**src/rtl/swnode_pkg.sv**
```systemverilog
package swnode_pkg;

    typedef enum logic [2:0] {
        ST_IDLE     = 3'd0,
        ST_STRAIGHT = 3'd1,
        ST_CROSS    = 3'd2,
        ST_UP_THRU  = 3'd3,
        ST_UP_SWAP  = 3'd4,
        ST_LO_THRU  = 3'd5,
        ST_LO_SWAP  = 3'd6
    } sw_state_e;

    typedef enum logic [1:0] {
        ARB_ALTERNATE = 2'd0,
        ARB_FIXED     = 2'd1,
        ARB_RANDOM    = 2'd2
    } arb_kind_e;

    // Which input, if any, feeds a given output in a given state.
    typedef struct packed {
        logic en;
        logic src;
    } route_t;

    function automatic route_t out_route(sw_state_e s, logic port);
        route_t r;
        r = '0;
        if (!port) begin
            case (s)
                ST_STRAIGHT, ST_UP_THRU: r = '{en: 1'b1, src: 1'b0};
                ST_CROSS, ST_LO_SWAP:    r = '{en: 1'b1, src: 1'b1};
                default:                 r = '0;
            endcase
        end else begin
            case (s)
                ST_STRAIGHT, ST_LO_THRU: r = '{en: 1'b1, src: 1'b1};
                ST_CROSS, ST_UP_SWAP:    r = '{en: 1'b1, src: 1'b0};
                default:                 r = '0;
            endcase
        end
        return r;
    endfunction

    // Single-input state that sends input `who` to output `dst`.
    function automatic sw_state_e solo_state(logic who, logic dst);
        if (!who) return dst ? ST_UP_SWAP : ST_UP_THRU;
        return dst ? ST_LO_THRU : ST_LO_SWAP;
    endfunction

    // Two-input state that sends input `who` to output `dst`.
    function automatic sw_state_e pair_state(logic who, logic dst);
        return (who ^ dst) ? ST_CROSS : ST_STRAIGHT;
    endfunction

endpackage

```
**src/rtl/swnode_arbiter.sv**
```systemverilog
module swnode_arbiter
    import swnode_pkg::*;
#(
    parameter arb_kind_e           ARB       = ARB_ALTERNATE,
    parameter int                  LFSR_W    = 8,
    parameter logic [LFSR_W-1:0]   LFSR_TAPS = 8'hB8,
    parameter logic [LFSR_W-1:0]   LFSR_SEED = 8'h5A
) (
    input  logic clk,
    input  logic rst,
    input  logic take,
    input  logic contend,
    output logic win1
);

    generate
        if (ARB == ARB_ALTERNATE) begin : g_alt
            logic turn_q;
            always_ff @(posedge clk) begin
                if (rst)                 turn_q <= 1'b0;
                else if (take && contend) turn_q <= ~turn_q;
            end
            assign win1 = turn_q;
        end else if (ARB == ARB_RANDOM) begin : g_rnd
            logic [LFSR_W-1:0] lfsr_q;
            logic              fb;
            assign fb = ^(lfsr_q & LFSR_TAPS);
            always_ff @(posedge clk) begin
                if (rst) lfsr_q <= LFSR_SEED;
                else     lfsr_q <= {lfsr_q[LFSR_W-2:0], fb};
            end
            assign win1 = lfsr_q[0];
        end else begin : g_fix
            assign win1 = 1'b0;
        end
    endgenerate

endmodule

```
**src/rtl/swnode_decide.sv**
```systemverilog
module swnode_decide
    import swnode_pkg::*;
#(
    parameter bit DEFLECT = 1'b0
) (
    input  logic      f0,
    input  logic      a0,
    input  logic      f1,
    input  logic      a1,
    input  logic      win1,
    output logic      contend,
    output sw_state_e next_state
);

    logic      win_dst;
    sw_state_e contend_state;

    assign contend = f0 && f1 && (a0 == a1);
    assign win_dst = win1 ? a1 : a0;

    generate
        if (DEFLECT) begin : g_defl
            assign contend_state = pair_state(win1, win_dst);
        end else begin : g_drop
            assign contend_state = solo_state(win1, win_dst);
        end
    endgenerate

    always_comb begin
        if (!f0 && !f1)      next_state = ST_IDLE;
        else if (!f1)        next_state = solo_state(1'b0, a0);
        else if (!f0)        next_state = solo_state(1'b1, a1);
        else if (!contend)   next_state = pair_state(1'b0, a0);
        else                 next_state = contend_state;
    end

endmodule

```
**src/rtl/swnode_xbar.sv**
```systemverilog
module swnode_xbar
    import swnode_pkg::*;
#(
    parameter int MSG_W = 20
) (
    input  sw_state_e        state,
    input  logic [MSG_W-1:0] in_msg  [2],
    input  logic             out_ack [2],
    output logic [MSG_W-1:0] out_msg [2],
    output logic             in_ack  [2]
);

    route_t rt [2];

    generate
        for (genvar p = 0; p < 2; p++) begin : g_out
            assign rt[p]      = out_route(state, p[0]);
            assign out_msg[p] = rt[p].en ? in_msg[rt[p].src] : '0;
        end
        for (genvar i = 0; i < 2; i++) begin : g_back
            assign in_ack[i] = (rt[0].en && (rt[0].src == i[0]) && out_ack[0])
                             | (rt[1].en && (rt[1].src == i[0]) && out_ack[1]);
        end
    endgenerate

endmodule

```
**src/rtl/swnode_top.sv**
```systemverilog
module swnode_top
    import swnode_pkg::*;
#(
    parameter int                ADDR_W    = 3,
    parameter int                ADDR_SEL  = 1,
    parameter int                DATA_W    = 16,
    parameter bit                DEFLECT   = 1'b0,
    parameter arb_kind_e         ARB       = ARB_ALTERNATE,
    parameter int                LFSR_W    = 8,
    parameter logic [LFSR_W-1:0] LFSR_TAPS = 8'hB8,
    parameter logic [LFSR_W-1:0] LFSR_SEED = 8'h5A
) (
    input  logic              clk,
    input  logic              rst,
    input  logic              slot_start,
    input  logic              slot_end,
    input  logic              in0_frame,
    input  logic [ADDR_W-1:0] in0_hdr,
    input  logic [DATA_W-1:0] in0_data,
    input  logic              in1_frame,
    input  logic [ADDR_W-1:0] in1_hdr,
    input  logic [DATA_W-1:0] in1_data,
    input  logic              out0_ack,
    input  logic              out1_ack,
    output logic              out0_frame,
    output logic [ADDR_W-1:0] out0_hdr,
    output logic [DATA_W-1:0] out0_data,
    output logic              out1_frame,
    output logic [ADDR_W-1:0] out1_hdr,
    output logic [DATA_W-1:0] out1_data,
    output logic              in0_ack,
    output logic              in1_ack,
    output logic [2:0]        state_o
);

    localparam int MSG_W = 1 + ADDR_W + DATA_W;

    sw_state_e        state_q;
    sw_state_e        state_d;
    logic             contend;
    logic             win1;
    logic [MSG_W-1:0] in_msg  [2];
    logic [MSG_W-1:0] out_msg [2];
    logic             out_ack [2];
    logic             in_ack  [2];

    swnode_arbiter #(
        .ARB       (ARB),
        .LFSR_W    (LFSR_W),
        .LFSR_TAPS (LFSR_TAPS),
        .LFSR_SEED (LFSR_SEED)
    ) arb_i (
        .clk     (clk),
        .rst     (rst),
        .take    (slot_start),
        .contend (contend),
        .win1    (win1)
    );

    swnode_decide #(
        .DEFLECT (DEFLECT)
    ) dec_i (
        .f0         (in0_frame),
        .a0         (in0_hdr[ADDR_SEL]),
        .f1         (in1_frame),
        .a1         (in1_hdr[ADDR_SEL]),
        .win1       (win1),
        .contend    (contend),
        .next_state (state_d)
    );

    always_ff @(posedge clk) begin
        if (rst)             state_q <= ST_IDLE;
        else if (slot_start) state_q <= state_d;
        else if (slot_end)   state_q <= ST_IDLE;
    end

    assign in_msg[0]  = {in0_frame, in0_hdr, in0_data};
    assign in_msg[1]  = {in1_frame, in1_hdr, in1_data};
    assign out_ack[0] = out0_ack;
    assign out_ack[1] = out1_ack;

    swnode_xbar #(
        .MSG_W (MSG_W)
    ) xbar_i (
        .state   (state_q),
        .in_msg  (in_msg),
        .out_ack (out_ack),
        .out_msg (out_msg),
        .in_ack  (in_ack)
    );

    assign {out0_frame, out0_hdr, out0_data} = out_msg[0];
    assign {out1_frame, out1_hdr, out1_data} = out_msg[1];
    assign in0_ack = in_ack[0];
    assign in1_ack = in_ack[1];
    assign state_o = state_q;

endmodule

```
**config.mk**
```make
export PLATFORM = sky130hd
export DESIGN_NAME = swnode_top
export DESIGN_NICKNAME = d
export VERILOG_FILES = /design/src/rtl/swnode_pkg.sv /design/src/rtl/swnode_arbiter.sv /design/src/rtl/swnode_decide.sv /design/src/rtl/swnode_xbar.sv /design/src/rtl/swnode_top.sv
export SDC_FILE = /design/constraint.sdc
export NUM_CORES = 1
export LEC_CHECK = 0
export BUFFER_PORTS_ARGS = -buffer_cell sky130_fd_sc_hd__buf_4
export CAP_MARGIN = 10
export CORE_MARGIN = 1.5
export CORE_UTILIZATION = 29
export DETAILED_ROUTE_END_ITERATION = 6
export GPL_TIMING_DRIVEN = 0
export MAX_ROUTING_LAYER = met4
export PLACE_DENSITY = 0.73
export REMOVE_ABC_BUFFERS = 1
export SYNTH_ARGS = -nofsm -noshare
export SYNTH_HDL_FRONTEND = slang
export SYNTH_HIERARCHICAL = 1
export SYNTH_SLANG_ARGS = --single-unit
export TNS_END_PERCENT = 10
```
**constraint.sdc**
```tcl
create_clock -name clk -period 1.9 [get_ports clk]
set_clock_uncertainty 0.15 [all_clocks]
set_input_delay 0.095 -clock clk [delete_from_list [all_inputs] [get_ports clk]]
set_output_delay 0.095 -clock clk [all_outputs]
set_load 0.03 [all_outputs]
```
==> results by stage <==
Clock tree:
- TritonCTS built the clock tree.
- The number of post-CTS setup repair buffers is 0.
- The total clock buffers created by CTS is 3.
- The insertion delay to the later sink of the worst-skew pair is 0.24 ns.
- CTS built an H-tree with a depth of 1.
- Clock-pin slew was measured on the worst setup and hold paths at 0.04 ns.
- The maximum count of clock buffers along a single path is 2.
- The clock sink count is 4.
- The root cell of the clock tree is sky130_fd_sc_hd__clkbuf_4.

Placed design:
- After detailed placement, the design holds a cell count of 198.
- Routability-driven placement finished with a final weighted congestion of 0.648.
- The placed wire-length estimate is 2200 um.
- Timing analysis after detailed placement gives a worst setup slack of -0.0610 ns.
- The number of buffers inserted by port buffering is 90.

Setup path:
- For the worst setup path, the data required time is 1.65 ns.
- Of all nets on the critical path, the largest fanout is 20.
- The startpoint kind of the worst setup timing path is a register.
- The critical path goes through xor2_4, a32o_1, buf_4.
- The critical path in this run is classified as reg -> out.
- The critical path's largest stage delay is 0.51 ns.
- The worst setup path is captured at an output pin.
- The cell with the largest stage delay on the worst path is sky130_fd_sc_hd__xor2_4.
- The arrival time at the worst endpoint is 1.59 ns.

Power and ir drop:
- The power density of the placed cells is 435 nW/um^2.
- The analysis attributes to cell leakage a power of 0.000767 uW.
- After layout, the design draws a total of 670 uW.
- Across the VDD grid, the largest voltage drop is 0.000398 V.

Timing:
- Setup slack on the critical path of the routed design comes to 0.0671 ns.
- The final critical path time including I/O delays and setup is 1.83 ns.
- The final number of max-transition violations is 0.
- In this run the tightest slew margin relative to its limit is 56.4%.
- Setup repair after global routing could not meet its margin everywhere.
- The worst path uses 96.5% of the clock period.
- The final-report hold violation count is 0.
- The peak clock frequency supported by timing is 546 MHz.
- Setup violations remaining at the end of the flow were counted as 0.
- The measured slew at the worst slew-check pin is 0.653 ns.

Drt:
- The detailed-route via count is 1136.
- Before antenna repair, the detailed router went through 4 iterations.
- In this run the remaining antenna-violating nets after routing total 0.
- The routed wirelength normalized by instance count is 15.3 um.
- In this run, the number of DRC markers left after iteration 0 of detailed routing was 11.
- The overall routed net length is 3130 um.
- The routed via count divided by cell count is 5.54.
- In the routed design, unresolved DRC markers number 0.

Cells and area:
- The antenna diode instance count is 0.
- At the end of the flow, the number of nets in the layout was 223.
- Of the cells placed in the final design, the portion with a size suffix greater than 1 is 59.4%.
- The area taken by multi-input logic gates is 654 um^2.
- Counting the fill cells in the layout gives 214.
- Leaving out fill and tap cells, the most frequent cell in the layout is sky130_fd_sc_hd__buf_4.
- The sequential cell area is 86.3 um^2.
- Leaving out filler cells and counting taps, the final layout contains 205.
- The growth of design area from synthesis to finish is 105%.
- In the layout the commonest cells are sky130_fd_sc_hd__buf_4 (90), sky130_fd_sc_hd__a22o_1 (21), sky130_fd_sc_hd__a32o_1 (20), sky130_fd_sc_hd__nand2_1 (4).
- The share of the core filled with cells in the final layout is 62.6%.

Floorplan:
- The width of the chip is 53.9 um.
- The number of placed I/O pins is 91.
- Once the floorplan was initialized, standard cells occupied 30.6% of the core.
- Measured along the y axis, the die boundary spans 53.9 um.
- The floorplan has 18 rows.
- The die footprint is 2900 um^2.
- After floorplanning, the core was sized to cover 2450 um^2.

Logic synthesis:
- The mean cell area of the mapped netlist is 8.63 um^2.
- Synthesis produced 87 cells.
- The number of distinct standard cells referenced by the synthesized netlist is 26.
- The Yosys step of the flow raised 6 warnings.
- The post-synth design cell area is 751 um^2.
- The post-synthesis sequential area ratio is 10.7%.
- The synthesized design contains 4 register bits.

Run:
- Across the run, the number of max-cap violations was 0.

Worst hold path:
- The type of the most critical hold path is in -> reg.

Outcome:
- The run finished with clean final reports.

Global routing:
- Global routing used 20.6% of the available tracks across all layers.
- The initial antenna violation count is 0.
- The via count of the first global-routing pass is 986.
- The pin count of the biggest net entering global routing is 22.
- The first global-routing pass estimated 4390 um of wire.
- The global route total overflow is 0.
## cells in the mapped netlist
master,count,area share (%)
sky130_fd_sc_hd__a211o_1,1,1.2
sky130_fd_sc_hd__a21bo_1,1,1.3
sky130_fd_sc_hd__a21oi_1,3,2.0
sky130_fd_sc_hd__a21oi_2,1,1.2
sky130_fd_sc_hd__a221o_1,1,1.3
sky130_fd_sc_hd__a22o_1,21,25
sky130_fd_sc_hd__a32o_1,20,27
sky130_fd_sc_hd__and2_1,1,0.83
sky130_fd_sc_hd__and2b_1,2,2.0
sky130_fd_sc_hd__and3_1,1,0.83
sky130_fd_sc_hd__buf_2,6,4.0
sky130_fd_sc_hd__buf_4,2,2.0
sky130_fd_sc_hd__clkbuf_1,2,1.0
sky130_fd_sc_hd__dfxtp_1,4,11
sky130_fd_sc_hd__inv_1,2,1.0
sky130_fd_sc_hd__mux2_4,1,2.0
sky130_fd_sc_hd__mux2i_1,1,1.3
sky130_fd_sc_hd__nand2_1,4,2.0
sky130_fd_sc_hd__nand2b_1,1,0.83
sky130_fd_sc_hd__nand3b_1,1,1.0
sky130_fd_sc_hd__nor2b_1,2,1.7
sky130_fd_sc_hd__nor4bb_1,3,4.0
sky130_fd_sc_hd__o22ai_1,1,0.83
sky130_fd_sc_hd__or3b_1,3,3.5
sky130_fd_sc_hd__xnor2_1,1,1.2
sky130_fd_sc_hd__xor2_1,1,1.2
## power by group
group	total, uW	internal, uW	leakage, uW	switching (uW)
Sequential	97.0	88.3	0.0000343	8.78
Combinational	461	211	0.000719	249
Clock	112	71.1	0.0000138	40.9
## per-stage QoR
step	setup TNS, ns	hold slack [ns]	area, um^2
global route	-0.0636	0.0866	1540
floorplan	-3.73	0.00744	698
finish	0	0.0722	1540
detailed placement	-0.473	0.133	1430
CTS	0	0.0521	1520
global placement	-8.31	0.133	1410
## timing repair
| item | CTS | global route |
|---|---|---|
| endpoints found under the setup margin | 42 | 22 |
| hold buffers | 4 | 0 |
| hold endpoints to repair | 4 | 0 |
| resized for setup | 7 | 5 |
| pin swaps | 0 | 1 |
## per-layer routing
layer  global-route usage [%]  part of all wire [%]  wire length [um]
met5                        -                     0                 0
met4                     2.56                     0                 0
met3                     3.33                   6.4               201
met1                     26.2                    41              1290
met2                     35.0                    52              1640
## kinds of logic (layout without fill, tap and decap cells)
logic type      Yosys count  after routing  synth area share, %
buf+inv                  12            100                 8.00
mux                       2              2                 3.33
flops                     4              4                 10.7
xor+xnor                  2              2                 2.33
simple gates             18             18                 16.7
compound gates           49             49                 59.0
## final cells by class
class	instances	area share, %
Clock buffer	3	1.46
Tap cell	30	2.44
Inverter	2	0.488
Timing Repair Buffer	95	47.4
Multi-Input combinational cell	71	42.6
Sequential cell	4	5.61
## registers in the layout, summed over array words and instances, names as in the netlist
signal	count
state_o	3
arb_i/win1	1
## worst paths after layout
check / start / end / slack (ns) / depth (start not counted)
hold reg to reg: arb_i/win1 / arb_i/win1 / 0.42 / 2
hold / removal: in1_frame / state_o[1] / 0.07 / 4
setup reg to reg: arb_i/win1 / state_o[2] / 0.50 / 5
setup / recovery: state_o[1] / out1_data[11] / 0.07 / 3
## critical path, delay by kind of cell (launching register included)
family | cells | cell delay, ns
flops | 1 | 0.41
compound gates | 1 | 0.26
buf+inv | 1 | 0.16
xor+xnor | 1 | 0.51
Power figures use the tool's default switching activity.
